$ cat src/rtl/rtc_irq_pkg.sv
package rtc_irq_pkg;
    localparam int unsigned US_PER_SEC = 1000000;
    localparam int unsigned BASE_HZ    = 65536;
    localparam int unsigned RATE_W     = 4;
    localparam int unsigned RATE_CNT   = 1 << RATE_W;

    // Flag and enable bit positions (shared by registers B and C)
    localparam int unsigned IRQF_BIT = 7;
    localparam int unsigned PER_BIT  = 6;
    localparam int unsigned ALM_BIT  = 5;
    localparam int unsigned UPD_BIT  = 4;

    function automatic int unsigned interval_us(input int unsigned rate);
        return US_PER_SEC / (BASE_HZ >> rate);
    endfunction

    typedef struct packed {
        logic [7:0] c;
        logic       pend;
        logic       irq;
    } flag_state_t;
endpackage

$ cat src/rtl/rtc_periodic_acc.sv
module rtc_periodic_acc
    import rtc_irq_pkg::*;
#(
    parameter int unsigned STEP_W = 16
) (
    input  logic              clk,
    input  logic              rst_n,
    input  logic              step_valid,
    input  logic [STEP_W-1:0] step_us,
    input  logic              pi_en,
    input  logic [RATE_W-1:0] rate,
    output logic              pf_hit
);
    localparam int unsigned ACC_W = ((STEP_W > 19) ? STEP_W : 19) + 2;

    logic [ACC_W-1:0] interval_tab [RATE_CNT];
    logic [ACC_W-1:0] acc_d, acc_q;
    logic [ACC_W-1:0] sum;
    logic [ACC_W-1:0] interval;

    for (genvar gi = 0; gi < RATE_CNT; gi++) begin : g_tab
        assign interval_tab[gi] = ACC_W'(interval_us(gi));
    end

    always_comb begin
        interval = interval_tab[rate];
        sum      = acc_q + ACC_W'(step_us);
        pf_hit   = step_valid && pi_en && (sum >= interval);
        acc_d    = acc_q;
        if (!pi_en) begin
            acc_d = '0;
        end else if (step_valid) begin
            acc_d = pf_hit ? (sum - interval) : sum;
        end
    end

    always_ff @(posedge clk) begin
        if (!rst_n) acc_q <= '0;
        else        acc_q <= acc_d;
    end
endmodule

$ cat src/rtl/rtc_alarm_match.sv
module rtc_alarm_match #(
    parameter int unsigned FIELDS = 3,
    parameter int unsigned TIME_W = 8
) (
    input  logic [FIELDS-1:0][TIME_W-1:0] now_vals,
    input  logic [FIELDS-1:0][TIME_W-1:0] alm_vals,
    output logic                          match
);
    logic [FIELDS-1:0] field_eq;

    for (genvar gf = 0; gf < FIELDS; gf++) begin : g_cmp
        assign field_eq[gf] = (now_vals[gf] == alm_vals[gf]);
    end

    assign match = &field_eq;
endmodule

$ cat src/rtl/rtc_irq_flags.sv
module rtc_irq_flags
    import rtc_irq_pkg::*;
#(
    parameter int unsigned STEP_W = 16
) (
    input  logic              clk,
    input  logic              rst_n,
    input  logic              step_valid,
    input  logic [STEP_W-1:0] step_us,
    input  logic              sec_roll,
    input  logic [7:0]        now_sec,
    input  logic [7:0]        now_min,
    input  logic [7:0]        now_hour,
    input  logic [7:0]        alm_sec,
    input  logic [7:0]        alm_min,
    input  logic [7:0]        alm_hour,
    input  logic [7:0]        reg_a,
    input  logic [7:0]        reg_b,
    output logic [7:0]        reg_c,
    output logic              irq_pulse
);
    localparam int unsigned FIELDS = 3;
    localparam int unsigned TIME_W = 8;

    flag_state_t st_d, st_q;
    logic        pf_hit;
    logic        alarm_match;
    logic        unused_bits;

    assign unused_bits = ^{reg_a[7:RATE_W], reg_b[7], reg_b[3:0]};

    rtc_periodic_acc #(.STEP_W(STEP_W)) u_per (
        .clk        (clk),
        .rst_n      (rst_n),
        .step_valid (step_valid),
        .step_us    (step_us),
        .pi_en      (reg_b[PER_BIT]),
        .rate       (reg_a[RATE_W-1:0]),
        .pf_hit     (pf_hit)
    );

    rtc_alarm_match #(.FIELDS(FIELDS), .TIME_W(TIME_W)) u_alm (
        .now_vals ({now_hour, now_min, now_sec}),
        .alm_vals ({alm_hour, alm_min, alm_sec}),
        .match    (alarm_match)
    );

    always_comb begin
        st_d      = st_q;
        st_d.irq  = st_q.pend & st_q.c[IRQF_BIT];
        st_d.pend = step_valid;
        if (step_valid) begin
            st_d.c           = '0;
            st_d.c[PER_BIT]  = pf_hit;
            st_d.c[ALM_BIT]  = sec_roll & reg_b[ALM_BIT] & alarm_match;
            st_d.c[UPD_BIT]  = reg_b[UPD_BIT];
            st_d.c[IRQF_BIT] = st_d.c[PER_BIT] | st_d.c[ALM_BIT] | st_d.c[UPD_BIT];
        end
    end

    always_ff @(posedge clk) begin
        if (!rst_n) st_q <= '0;
        else        st_q <= st_d;
    end

    assign reg_c     = st_q.c;
    assign irq_pulse = st_q.irq;
endmodule

$ cat config.mk
export PLATFORM = sky130hd
export DESIGN_NAME = rtc_irq_flags
export DESIGN_NICKNAME = d
export VERILOG_FILES = /design/src/rtl/rtc_irq_pkg.sv /design/src/rtl/rtc_periodic_acc.sv /design/src/rtl/rtc_alarm_match.sv /design/src/rtl/rtc_irq_flags.sv
export SDC_FILE = /design/constraint.sdc
export NUM_CORES = 1
export LEC_CHECK = 0
export ABC_AREA = 1
export BUFFER_PORTS_ARGS = -buffer_cell sky130_fd_sc_hd__buf_2
export CELL_PAD_IN_SITES_DETAIL_PLACEMENT = 1
export CELL_PAD_IN_SITES_GLOBAL_PLACEMENT = 1
export CORE_UTILIZATION = 34
export CTS_BUF_LIST = sky130_fd_sc_hd__clkbuf_16
export CTS_CLUSTER_DIAMETER = 30
export DETAILED_ROUTE_END_ITERATION = 8
export PLACE_DENSITY = 0.78
export SLEW_MARGIN = 10
export SYNTH_ARGS = -nofsm -noshare
export SYNTH_HDL_FRONTEND = slang
export SYNTH_HIERARCHICAL = 1
export SYNTH_SLANG_ARGS = --single-unit
$ cat constraint.sdc
create_clock -name clk -period 3.5 [get_ports clk]
set_clock_uncertainty 0.15 [all_clocks]
set_input_delay 0.35 -clock clk [delete_from_list [all_inputs] [get_ports clk]]
set_output_delay 0.35 -clock clk [all_outputs]
set_load 0.005 [all_outputs]
# After elaboration in Yosys (flattened, before gate mapping)
# Memory sizes are Yosys's and may differ from the RTL's.
# Cells that the tools add are included.
[word_totals] register_bits=27 rom_bits=336 in_bits=84 n_memories=1
[mem_list] memory="(no name shown)" words=16 width=21 read_ports=1 rd_ports_with_merged_regs=0 wr=0 line_no="rtc_periodic_acc.sv:26" source="interval = interval_tab[rate];"
[op_classes] eq_ne=3 bitwise_logic=6 add_sub_neg=2 mux=3 n_reduce_logical=4 magnitude_cmp=2
[ops] op="21-bit 2-to-1 mux" n=3
[ops] op="8-bit equality test" n=3
[ops] op="21-bit by 16-bit adder with 21-bit output" n=1
[ops] op="21-bit >= comparator" n=1
[ops] op="21-bit subtractor" n=1
[ops] op="5-bit >= comparator (second input constant)" n=1
[ops] op="4-bit NOT with 5-bit output" n=1
[ops] op="1-bit AND" n=3
[ops] op="3-bit AND reduction" n=1
[ops] op="1-bit logical AND" n=2
[ops] op="1-bit bitwise OR" n=2
[ops] op="2-bit AND reduction" n=1

# Logic depth before layout (Yosys ltp)
# Gate-level depths: netlist of run 1.
[depth] depth_word=8 ltp_mapped=24

# Modules after synthesis
# Netlist of run 1, hierarchy kept.
[by_module_without_submodules] mod="rtc_periodic_acc" instances=1 area_per_inst_um2=3404.5 seq_area_each_um2=420.4 cells_each=572
[by_module_without_submodules] mod="rtc_alarm_match" instances=1 area_per_inst_um2=429.2 seq_area_each_um2=0.0 cells_each=103
[by_module_without_submodules] mod="rtc_irq_flags" instances=1 area_per_inst_um2=299.0 seq_area_each_um2=120.1 cells_each=41

# Least setup slack after synthesis of run 1
# Ideal clock, no wire load.
[synth_timing] kind="input-to-reg" from="in step_us[2]" to="reg u_per.acc_q[17]" path_buffers=2 arrival_ns=3.199 path_stages=21 slack_ns=0.080 path_cell_list="ha_1 -> a21oi_1 -> o21ai_2 -> a31oi_1 -> o21ai_0 -> nand3_1 -> nand2_1 -> xor2_1 -> ha_1 -> nand2_1 -> nor3_1 -> nand4_1 -> nand3_1 -> nand2_1 -> nand4_2 -> buf_6 -> buf_6 -> nand3_1 -> nand2_1 -> inv_1 -> a21oi_1"
[synth_via] elab_chain_cells=4 word_cells_on_any_way=5 cone_classes="add/sub (2); order compare (1); mux (1); reduce/logical (1)"
[synth_rtl] element="start, declared" line_no="rtc_irq_flags.sv:9" source="input logic [STEP_W-1:0] step_us,"
[synth_rtl] element="21-bit by 16-bit adder with 21-bit output (*)" line_no="rtc_periodic_acc.sv:27" source="sum = acc_q + ACC_W'(step_us);"
[synth_rtl] element="21-bit >= comparator" line_no="rtc_periodic_acc.sv:28" source="pf_hit = step_valid && pi_en && (sum >= interval);"
[synth_rtl] element="1-bit logical AND" line_no="rtc_periodic_acc.sv:28"
[synth_rtl] element="21-bit 2-to-1 mux (*)" line_no="rtc_periodic_acc.sv:33" source="acc_d = pf_hit ? (sum - interval) : sum;"
[synth_rtl] element="end signal, assigned" line_no="rtc_periodic_acc.sv:38" source="if (!rst_n) acc_q <= '0;"
[synth_rtl] element="end signal, assigned" line_no="rtc_periodic_acc.sv:39" source="else acc_q <= acc_d;"
[synth_rtl] element="end, declared" line_no="rtc_periodic_acc.sv:17" source="logic [ACC_W-1:0] acc_d, acc_q;"
# Every way passes the cells marked *; elsewhere a longest branch is shown, timed or not.
# A chain may end at the register's enable or synchronous reset.

# Worst setup path in the final report of run 1
[layout_timing] from="reg u_per.acc_q[2]" to="reg u_per.acc_q[15]"
[layout_via] elab_chain_cells=4 word_cells_on_any_way=5 cone_classes="add/sub (2); order compare (1); mux (1); reduce/logical (1)"
[layout_rtl] element="21-bit by 16-bit adder with 21-bit output (*)" line_no="rtc_periodic_acc.sv:27"
[layout_rtl] element="21-bit >= comparator" line_no="rtc_periodic_acc.sv:28"
[layout_rtl] element="1-bit logical AND" line_no="rtc_periodic_acc.sv:28"
[layout_rtl] element="21-bit 2-to-1 mux (*)" line_no="rtc_periodic_acc.sv:33"
# Marks and branches as above.

==> results of run 1 <==
-- power by group through the flow --
stage	Clock, uW	Sequential, uW	Combinational [uW]
floorplan	0	349	868
global placement	0	356	1490
detailed placement	0	356	1570
CTS	277	353	1870
global route	314	361	2600
finish	305	362	2510
-- Yosys cell counts --
| library cell | instances |
|---|---|
| o21ai_2 | 1 |
| o21ai_1 | 1 |
| conb_1 | 1 |
| nor2_1 | 66 |
| nand4_2 | 2 |
| buf_6 | 3 |
| dfxtp_1 | 27 |
| a31oi_1 | 5 |
| nor4_1 | 3 |
| inv_1 | 119 |
| nand3_2 | 3 |
| nand2_1 | 200 |
| a21boi_0 | 1 |
| buf_4 | 10 |
| xnor2_1 | 21 |
| nand3b_1 | 2 |
| buf_2 | 2 |
| or2_0 | 1 |
| nor2_4 | 1 |
| o31ai_1 | 1 |
| nor2_2 | 4 |
| or2_2 | 1 |
| a21o_1 | 3 |
| fa_1 | 2 |
| nor3_1 | 2 |
| ha_1 | 39 |
| clkbuf_1 | 7 |
| nand2_2 | 6 |
| o21ai_0 | 23 |
| a22oi_1 | 1 |
| inv_2 | 4 |
| xor2_1 | 22 |
| o211ai_1 | 3 |
| buf_1 | 1 |
| a31o_2 | 1 |
| nand3_1 | 55 |
| a21oi_1 | 62 |
| nand2_4 | 1 |
| nand4_1 | 6 |
| o22ai_1 | 3 |
-- metrics by stage --
stage / instances / setup WS [ps] / power (uW) / instance area, sq um
4_1_cts: 1069 / -176.4 / 2495 / 6266
3_3_place_gp: 1043 / -497.3 / 1847 / 5520
2_1_floorplan: 719 / 80.37 / 1217 / 4144
5_1_grt: 1081 / -813.9 / 3273 / 6964
6_report: 1081 / -707.8 / 3174 / 6964
3_5_place_dp: 1043 / -691.4 / 1927 / 5520
-- cell families (layout without fill, tap and decap cells) --
group	after synthesis	after routing	synth area share (%)
fa+ha+maj	41	41	12.78
simple gates	353	353	36.48
other cells	1	4	0.09074
compound gates	105	105	13.68
buf+inv	146	365	14.77
flops	27	27	13.08
xor+xnor	43	43	9.113
-- sequential cells by signal, indices dropped and copies added, names as in the netlist --
register     count
reg_c            4
st_q             1
u_per/acc_q     21
irq_pulse        1
-- layout make-up --
class | count | share of cell area [%]
Tap cell | 143 | 2.569
Inverter | 123 | 6.755
Clock inverter | 1 | 0.07186
Sequential cell | 27 | 7.959
Clock buffer | 3 | 1.078
Timing Repair Buffer | 238 | 24.20
Multi-Input combinational cell | 546 | 57.37
-- worst max-delay path: stages, from the launching register on --
cell and delay (ps):
dfxtp_1 370, ha_4 310, nand2_1 120, o21ai_2 230
a31oi_4 150, buf_6 160, o21ai_4 240, xor2_2 440
ha_4 220, buf_4 140, nand2_2 60, inv_2 100
nand2_4 80, nor4_4 300, nand3_2 130, nand4_4 190
nand2_8 120, buf_12 190, buf_16 130, nand3_1 80
a21oi_1 100
-- what timing repair did --
action / in CTS / in global routing
cloned: 2 / 0
gates resized for setup: 95 / 122
pin swaps: 29 / 42
setup endpoints to repair: 23 / 23
setup buffers: 21 / 15
hold endpoints to repair: 0 / 0
-- routing by layer --
metal	up-vias	wire [um]	global-route usage, %	part of all wire (%)
li1	2689	-	-	-
met1	2981	8986	34.06	35
met2	390	12440	61.61	48
met3	210	1794	6.587	6.9
met4	0	2593	22.49	10
met5	-	0	0	0
-- worst paths after layout --
| path | startpoint | to | slack [ps] | depth (start not counted) |
|---|---|---|---|---|
| max reg2reg | u_per/acc_q[2] | u_per/acc_q[15] | -710 | 20 |
| min | reg_b[4] | reg_c[4] | 180 | 3 |
| min reg2reg | st_q[1] | irq_pulse | 280 | 2 |
| max | u_per/acc_q[2] | u_per/acc_q[15] | -710 | 20 |
==> results.yml, run 1 <==
floorplanning:
  die-width_um: 112.3
  die_height_um: 112.3
  io_pins: 93
  start_util_pct: 35.59
  core_area_sq_um: 11610
  rows: 39
  dieArea_sq_um: 12600
sta:
  max_slew_margin_pct: 31.15
  drv_slew: 0
  max_freq_mhz: 237.7
  setup_viol: 23
  post-route-period-util_pct: 120.2
  max_slew.worst_pin.slew_ps: 1030
  rsz0062_at_grt: "yes"
  hold_viol: 0
  fin_tns_setup_ps: -13960
  fin_ws_ps: -707.8
  holdWs_ps: 176.7
  post-route-min-period_ps: 4208
detailed_routing:
  drc: 2
  wl_per_cell_um: 23.88
  drtPass1Iterations: 7
  routed_wl_um: 25820
  vias: 6270
  dr.first_iter.drc_count: 451
  postRouteAntennaNets: 0
  vias_per_cell: 5.800
setup_path:
  cp-end-kind: "flop"
  worst-setup-path-type: "reg -> reg"
  cp.required_ps: 3460
  path_max_fanout: 5
  crit_arrival_ps: 4170
  setup.worst_path.start_class: "flop"
yosys:
  ys_seq_elements: 27
  yosysWarnings: 6
  yosys.area.top_type_share_pct: 18.17
  synth.avg_cell_area_sq_um: 5.772
  synthCells: 716
  synthTopCellsByArea: "nand2_1 (18%), dfxtp_1 (13%), ha_1 (12%)"
  ys_seq_area_share_pct: 13.08
  yosysTopAreaCell: "nand2_1"
  synth_cell_types: 40
  syn_area_sq_um: 4133
finish:
  drive_above_1_share_pct: 44.78
  fill_cells: 1487
  diodes: 0
  layout_commonest_cell: "nand2_1"
  regArea_sq_um: 554.3
  final_cell_mix: "nand2_1 (163), buf_4 (147), inv_1 (108), buf_2 (79), nor2_1 (61)"
  syn_to_final_growth_pct: 68.51
  multi_input_area_sq_um: 3995
  final_util_pct: 59.97
  nNetsFinal: 1064
worst_hold_path:
  min_path_type: "in -> reg"
place:
  portBuffers: 79
  dp.final_hpwl_um: 13370
  gp_congestion: 0.8404
power_and_ir_drop:
  switchingPower_uw: 1568
  vdd_drop_max_uv: 240.2
  p_int_uw: 1606
  p_per_area_nw_per_um2: 455.7
  power_frac_seq_pct: 11.4
  p_sw_share_pct: 49.39
  pwr-share-clk_pct: 9.6
  leakagePower_uw: 0.003584
  combPwrFrac_pct: 79.0
global_routing:
  overflow: 0
  grt_pass1_wl_um: 32740
  grt_antenna_before_repair: 0
  track_usage_pct: 33.36
  grt_pass1_vias: 6427
  grt_max_degree: 32
flow_run:
  cap_viol_max_count: 0
clock_network:
  clk_pin_slew_ps: 90
  cts_hold_buffers: 0
  clk_latency_ps: 300
  cts_made_buffers: 3
  cts_max_level: 1
  clock_sinks: 27
  root_buffer: "clkbuf_16"
  cts_tree: "yes"
  clockBufferDepth: 2
run_status:
  status: "finished with violations"
  violations: "DRC, setup timing"
Power figures use the tool's default switching activity.
==> run 2, diff against run 1 <==
--- a/config.mk
+++ b/config.mk
@@ -5,11 +5,12 @@
 export SDC_FILE = /design/constraint.sdc
 export NUM_CORES = 1
 export LEC_CHECK = 0
-export ABC_AREA = 1
+export ABC_AREA = 0
 export BUFFER_PORTS_ARGS = -buffer_cell sky130_fd_sc_hd__buf_2
 export CELL_PAD_IN_SITES_DETAIL_PLACEMENT = 1
 export CELL_PAD_IN_SITES_GLOBAL_PLACEMENT = 1
-export CORE_UTILIZATION = 34
+export CORE_MARGIN = 2
+export CORE_UTILIZATION = 35
 export CTS_BUF_LIST = sky130_fd_sc_hd__clkbuf_16
 export CTS_CLUSTER_DIAMETER = 30
 export DETAILED_ROUTE_END_ITERATION = 8
==> run 2 against run 1 <==
- sequential power fell by 5%
- final area decreased by 11%
- non-clock buffer count down 5
- the run ends with setup timing left
- synthesized area shrank 14%
- sequential share of layout area is 0.81 points higher
- hold slack improved by 55 ps
- fmax fell by 11%
- synthesized cell count shrank 34%
- critical endpoint is now u_per/acc_q[19]
- cell count shrank 24%
- register-to-register slack got worse by 510 ps
- largest cell class unchanged
- count of clock-buffer cells in the layout stayed put
==> results.yml, run 2 <==
yosys:
  synthTopCellsByCount: "a21oi_1 (54), ha_1 (39), nor2_1 (35)"
  yosysWarnings: 6
  synth_edf_count: 0
  yosysTopAreaCell: "dfxtp_1"
  synthCells: 473
  synthTopCellsByArea: "dfxtp_1 (15%), ha_1 (14%), xor2_1 (8.4%)"
  yosys.area.top_type_share_pct: 15.27
  ys_seq_elements: 27
  synth.avg_cell_area_sq_um: 7.483
  syn_area_sq_um: 3540
  ys_seq_area_share_pct: 15.27
  yosysMostFrequentCell: "a21oi_1"
  synth_flop_cell: "dfxtp_1"
  synth_cell_types: 59
  async_reset_ff_share_pct: 0
place:
  dp.final_hpwl_um: 11180
  dpl-instance-area_sq_um: 4979
  gp_congestion: 0.8701
  portBuffers: 79
sta:
  drv_slew: 0
  setup_viol: 23
  post-route-min-period_ps: 4714
  rsz0062_at_grt: "yes"
  fin_ws_ps: -1214
  max_slew_margin_pct: 63.31
  max_slew.worst_pin.slew_ps: 544.5
  max_freq_mhz: 212.1
  fin_tns_setup_ps: -25410
  hold_viol: 0
  post-route-period-util_pct: 134.7
run_status:
  violations: "setup timing"
  status: "finished with violations"
clock_network:
  cts_tree: "yes"
  clockBufferDepth: 2
  cts_made_buffers: 3
  root_buffer: "clkbuf_16"
  clk_latency_ps: 280
  clock_sinks: 27
  clk_pin_slew_ps: 80
  cts_max_level: 1
setup_path:
  endpoint: "u_per/acc_q[19]"
  cp-end-kind: "flop"
  reg2reg_depth: 19
  slowest_delay_ps: 440
  crit_slowest_cell: "or4_4"
  cp.required_ps: 3530
  cp_cell_sequence: "ha_1, nor3_1, nor3b_2, o211ai_1, nor2_1, or3_4, a21oi_4, xnor2_4, ha_4, nand3_4, nor2_4, nand4_1, a21oi_4, o41ai_4, buf_4, buf_6, or4_4, and3_4, o21a_1"
  crit_arrival_ps: 4740
  startpoint: "u_per/acc_q[5]"
  r2r_start: "u_per/acc_q[5]"
  worst-setup-path-type: "reg -> reg"
  path_common_cell: "a21oi_4"
  r2r_slack_ps: -1210
  r2r_end: "u_per/acc_q[19]"
  path_max_fanout: 3
  setup.worst_path.start_class: "flop"
finish:
  drive_above_1_share_pct: 51.45
  syn_to_final_growth_pct: 75.43
  final_cell_mix: "buf_4 (138), buf_2 (79), o21ai_0 (30), xor2_1 (30), nand2_1 (29)"
  nNetsFinal: 816
  fill_cells: 1160
  final_util_pct: 63.53
  fin_area_sq_um: 6210
  multi_input_area_sq_um: 3672
  regArea_sq_um: 544.3
  regMostFlops: "u_per/acc_q"
  largest_register_ffs: 21
  layout_commonest_cell: "buf_4"
floorplanning:
  dieArea_sq_um: 10930
  core_area_sq_um: 9774
  die-width_um: 104.6
  rows: 36
  die_height_um: 104.6
  start_util_pct: 36.21
  io_pins: 93
detailed_routing:
  dr_wl_met2_um: 11370
  dr.first_iter.drc_count: 347
  highest_layer: "met4"
  drc: 0
  postRouteAntennaNets: 0
  wl_met1_um: 7404
  route.met3.wl_um: 1184
  drtPass1Iterations: 5
  routed_wl_um: 22360
  vias: 5142
  vias_per_cell: 6.240
  wl_per_cell_um: 27.13
power_and_ir_drop:
  power_uw: 2703
  vdd_drop_max_uv: 290.9
  leakagePower_uw: 0.002816
  p_per_area_nw_per_um2: 435.2
flow_run:
  cap_viol_max_count: 0
global_routing:
  grt_max_degree: 43
  grt_pass1_wl_um: 28130
  grt_pass1_vias: 5337
  track_usage_pct: 33.10
  overflow: 0
  grt_antenna_before_repair: 1
worst_hold_path:
  min_path_type: "in -> reg"
-- run 2: cell count changes after synthesis, moves of 8 or more --
cell      delta
o21a_1       +9
a21o_1      +10
nor2_1      -31
nand3_1     -41
inv_1       -99
nand2b_1     +8
a21oi_1      -8
nand2_1    -168
o21ai_0     +10
mux2i_1      +8
xor2_1      +12
-- run 2: worst min-delay path by stage --
stage | depth (start not counted) | end | start
after floorplan | 1 | irq_pulse | st_q[1]
after global placement | 1 | irq_pulse | st_q[1]
after detailed placement | 1 | irq_pulse | st_q[1]
after CTS | 3 | st_q[1] | rst_n
after global routing | 2 | reg_c[6] | rst_n
final | 2 | reg_c[6] | rst_n
-- run 2: metal layers --
| layer | vias to the layer above | global-route usage, % |
|---|---|---|
| met5 | - | 0 |
| met4 | 0 | 22.49 |
| met3 | 168 | 5.178 |
| met2 | 333 | 63.59 |
| met1 | 2499 | 32.12 |
| li1 | 2142 | - |
-- run 2: repair_timing --
action,CTS,global route
setup endpoints to repair,23,23
gates resized for setup,80,86
hold buffers,0,0
cloned,3,0
pin swaps,54,56
setup buffers,13,21
-- run 2: logic make-up (layout without fill, tap and decap cells) --
kind of cell	Yosys count	in the layout	share of synthesized area [%]
other	1	5	0.1059
adder cells (fa/ha/maj)	41	41	14.92
flip-flops	27	27	15.27
buffers and inverters	43	257	6.044
AO/OA/AOI/OAI	162	162	28.39
multiplexers	9	9	2.580
XOR/XNOR	57	57	14.10
AND/OR/NAND/NOR	133	133	18.59
-- run 2: report_power, final --
part / switching [uW] / total [uW] / internal [uW]
logic: 1110 / 2070 / 954
registers: 18.4 / 345 / 326
clock network: 135 / 290 / 156
-- run 2: area by class of cell --
class / instances / area share, %
inverter: 20 / 1.209
tap: 133 / 2.680
sequential: 27 / 8.765
antenna: 1 / 0.04030
timing repair buffer: 233 / 26.88
multi-input combinational: 406 / 59.14
clock buffer: 3 / 1.209
clock inverter: 1 / 0.08060
-- run 2: worst max-delay path: cells and delay by family (launching register included) --
family	cells	cell delay (ps)
buf+inv	2	290
fa+ha+maj	2	610
simple gates	9	2140
compound gates	5	960
flops	1	340
xor+xnor	1	120
-- run 2: metrics by stage --
stage,setup slack [ps],hold slack (ps),instances
floorplan,-622.3,286.6,476
global placement,-842.1,296.0,787
detailed placement,-1038,300.6,787
CTS,-893.2,237.1,807
global route,-1292,237.2,824
finish,-1214,231.4,824
==> run 3, diff against run 2 <==
--- a/config.mk
+++ b/config.mk
@@ -10,11 +10,12 @@
 export CELL_PAD_IN_SITES_DETAIL_PLACEMENT = 1
 export CELL_PAD_IN_SITES_GLOBAL_PLACEMENT = 1
 export CORE_MARGIN = 2
-export CORE_UTILIZATION = 35
+export CORE_UTILIZATION = 30
 export CTS_BUF_LIST = sky130_fd_sc_hd__clkbuf_16
 export CTS_CLUSTER_DIAMETER = 30
 export DETAILED_ROUTE_END_ITERATION = 8
-export PLACE_DENSITY = 0.78
+export GPL_ROUTABILITY_DRIVEN = 1
+export PLACE_DENSITY = 0.66
 export SLEW_MARGIN = 10
 export SYNTH_ARGS = -nofsm -noshare
 export SYNTH_HDL_FRONTEND = slang
==> run 3 against run 2 <==
- the flow still finishes with violations (setup timing)
- fmax increased by 6.4%
- total power decreased by 17%
- combinational power decreased by 22%
- setup slack improved by 290 ps
- critical path type unchanged
- highest routed layer unchanged
==> results.yml, run 3 (same netlist as run 2, synthesis figures left out) <==
run_status:
  status: "finished with violations"
  violations: "setup timing"
worst_hold_path:
  min_path_type: "in -> reg"
  hold_depth: 3
sta:
  hold_viol: 0
  rsz0062_at_grt: "yes"
  post-route-period-util_pct: 126.5
  post-route-min-period_ps: 4429
  setup_viol: 23
  drv_slew: 0
  max_freq_mhz: 225.8
  fin_ws_ps: -928.6
detailed_routing:
  vias: 4395
  routed_wl_um: 14960
  wl_per_cell_um: 18.22
  drc: 0
  vias_per_cell: 5.353
  postRouteAntennaNets: 0
  drtPass1Iterations: 4
  dr.first_iter.drc_count: 149
floorplanning:
  die_height_um: 112.6
  die-width_um: 112.6
  dieArea_sq_um: 12680
  start_util_pct: 30.87
  io_pins: 93
  core_area_sq_um: 11470
  rows: 39
finish:
  regMostFlops: "u_per/acc_q"
  largest_register_ffs: 21
  syn_to_final_growth_pct: 62.85
  nNetsFinal: 804
  diodes: 0
  regArea_sq_um: 544.3
  fill_cells: 1407
  multi_input_area_sq_um: 3308
  drive_above_1_share_pct: 46.02
  final_cell_mix: "buf_4 (127), buf_2 (79), a21oi_1 (35), nand2_1 (32)"
  final_util_pct: 50.27
  layout_commonest_cell: "buf_4"
clock_network:
  root_buffer: "clkbuf_16"
  clk_pin_slew_ps: 80
  cts_max_level: 1
  clock_sinks: 27
  cts_hold_buffers: 0
  cts_tree: "yes"
  clockBufferDepth: 2
  clk_latency_ps: 270
  cts_made_buffers: 3
power_and_ir_drop:
  leakagePower_uw: 0.002717
  p_per_area_nw_per_um2: 389.4
  vdd_drop_max_uv: 239.9
place:
  dp.final_hpwl_um: 10680
  dpl_worst_slack_ps: -1026
  gp_congestion: 0.8967
  portBuffers: 79
flow_run:
  cap_viol_max_count: 0
setup_path:
  path_max_fanout: 5
  crit_arrival_ps: 4440
  worst-setup-path-type: "reg -> reg"
  reg2reg_depth: 23
  cp-end-kind: "flop"
  cp.required_ps: 3510
  setup.worst_path.start_class: "flop"
global_routing:
  track_usage_pct: 20.63
  grt_pass1_vias: 4579
  grt_pass1_wl_um: 21670
  grt_max_degree: 43
  grt_antenna_before_repair: 0
  overflow: 0
[run 3: cell count changes in the layout (fill, tap and decap cells not counted), sizes merged]
| cell | before | now |
|---|---|---|
| diode | 1 | 0 |
| clkbuf | 3 | 5 |
| inv | 20 | 21 |
| clkinv | 1 | 0 |
| buf | 233 | 219 |
[run 3: final cells by class]
| cell class | instances | share of cell area, % |
|---|---|---|
| Clock buffer | 3 | 1.302 |
| Clock inverter | 1 | 0.06512 |
| Inverter | 20 | 1.302 |
| Multi-Input combinational cell | 406 | 57.39 |
| Sequential cell | 27 | 9.442 |
| Tap cell | 143 | 3.104 |
| Timing Repair Buffer | 221 | 27.39 |
[run 3: layer usage]
layer | share of wire (%) | up-vias | track usage (%)
met1 | 41 | 2156 | 23.69
met5 | 0 | - | 0
li1 | - | 2119 | -
met2 | 54 | 99 | 40.48
met3 | 3.4 | 21 | 3.240
met4 | 1.7 | 0 | 3.089
[run 3: where the power goes]
part / switching, uW / internal (uW) / leakage, uW
Clock: 127 / 154 / 0.0000423
Combinational: 811 / 811 / 0.00245
Sequential: 16.0 / 326 / 0.000222
[run 3: path summary, 6_finish.rpt]
kind / from / endpoint / slack [ps]
setup reg to reg: u_per/acc_q[6] / u_per/acc_q[16] / -930
hold / removal: reg_b[4] / reg_c[4] / 210
setup / recovery: u_per/acc_q[6] / u_per/acc_q[16] / -930
hold reg to reg: st_q[1] / irq_pulse / 330
[run 3: what timing repair did]
item                                    4_1_cts  5_1_grt
pin swaps                                     9       48
resized for setup                            33       63
cloned                                        0        3
endpoints found under the setup margin       23       23
setup buffers                                 4       11
[run 3: through the flow]
stage	cells	hold WS (ps)	area (sq um)	TNS [ps]	total power, uW
final	821	208.6	5764	-18980	2245
after global routing	821	215.9	5764	-22680	2376
after CTS	808	205.6	5324	-16660	1950
after detailed placement	800	303.4	5026	-21720	1581
after global placement	800	299.3	5026	-18980	1536
after floorplan	476	286.6	3626	-13070	1052
[run 3: worst max-delay path, stage by stage, from the launching register on]
cell and delay [ps]:
dfxtp_1 320, ha_1 300, buf_4 150, a21o_1 200, o211ai_1 240, nor2_1 120
buf_4 150, buf_4 130, nor3_1 200, buf_4 180, ha_2 330, o21ai_2 150
o21ai_1 80, a21o_1 200, a2bb2oi_4 190, a21oi_4 80, o41ai_4 300, buf_6 160
buf_12 110, buf_8 100, clkbuf_16 150, nor2_2 50, a31oi_1 190, o21ai_1 80
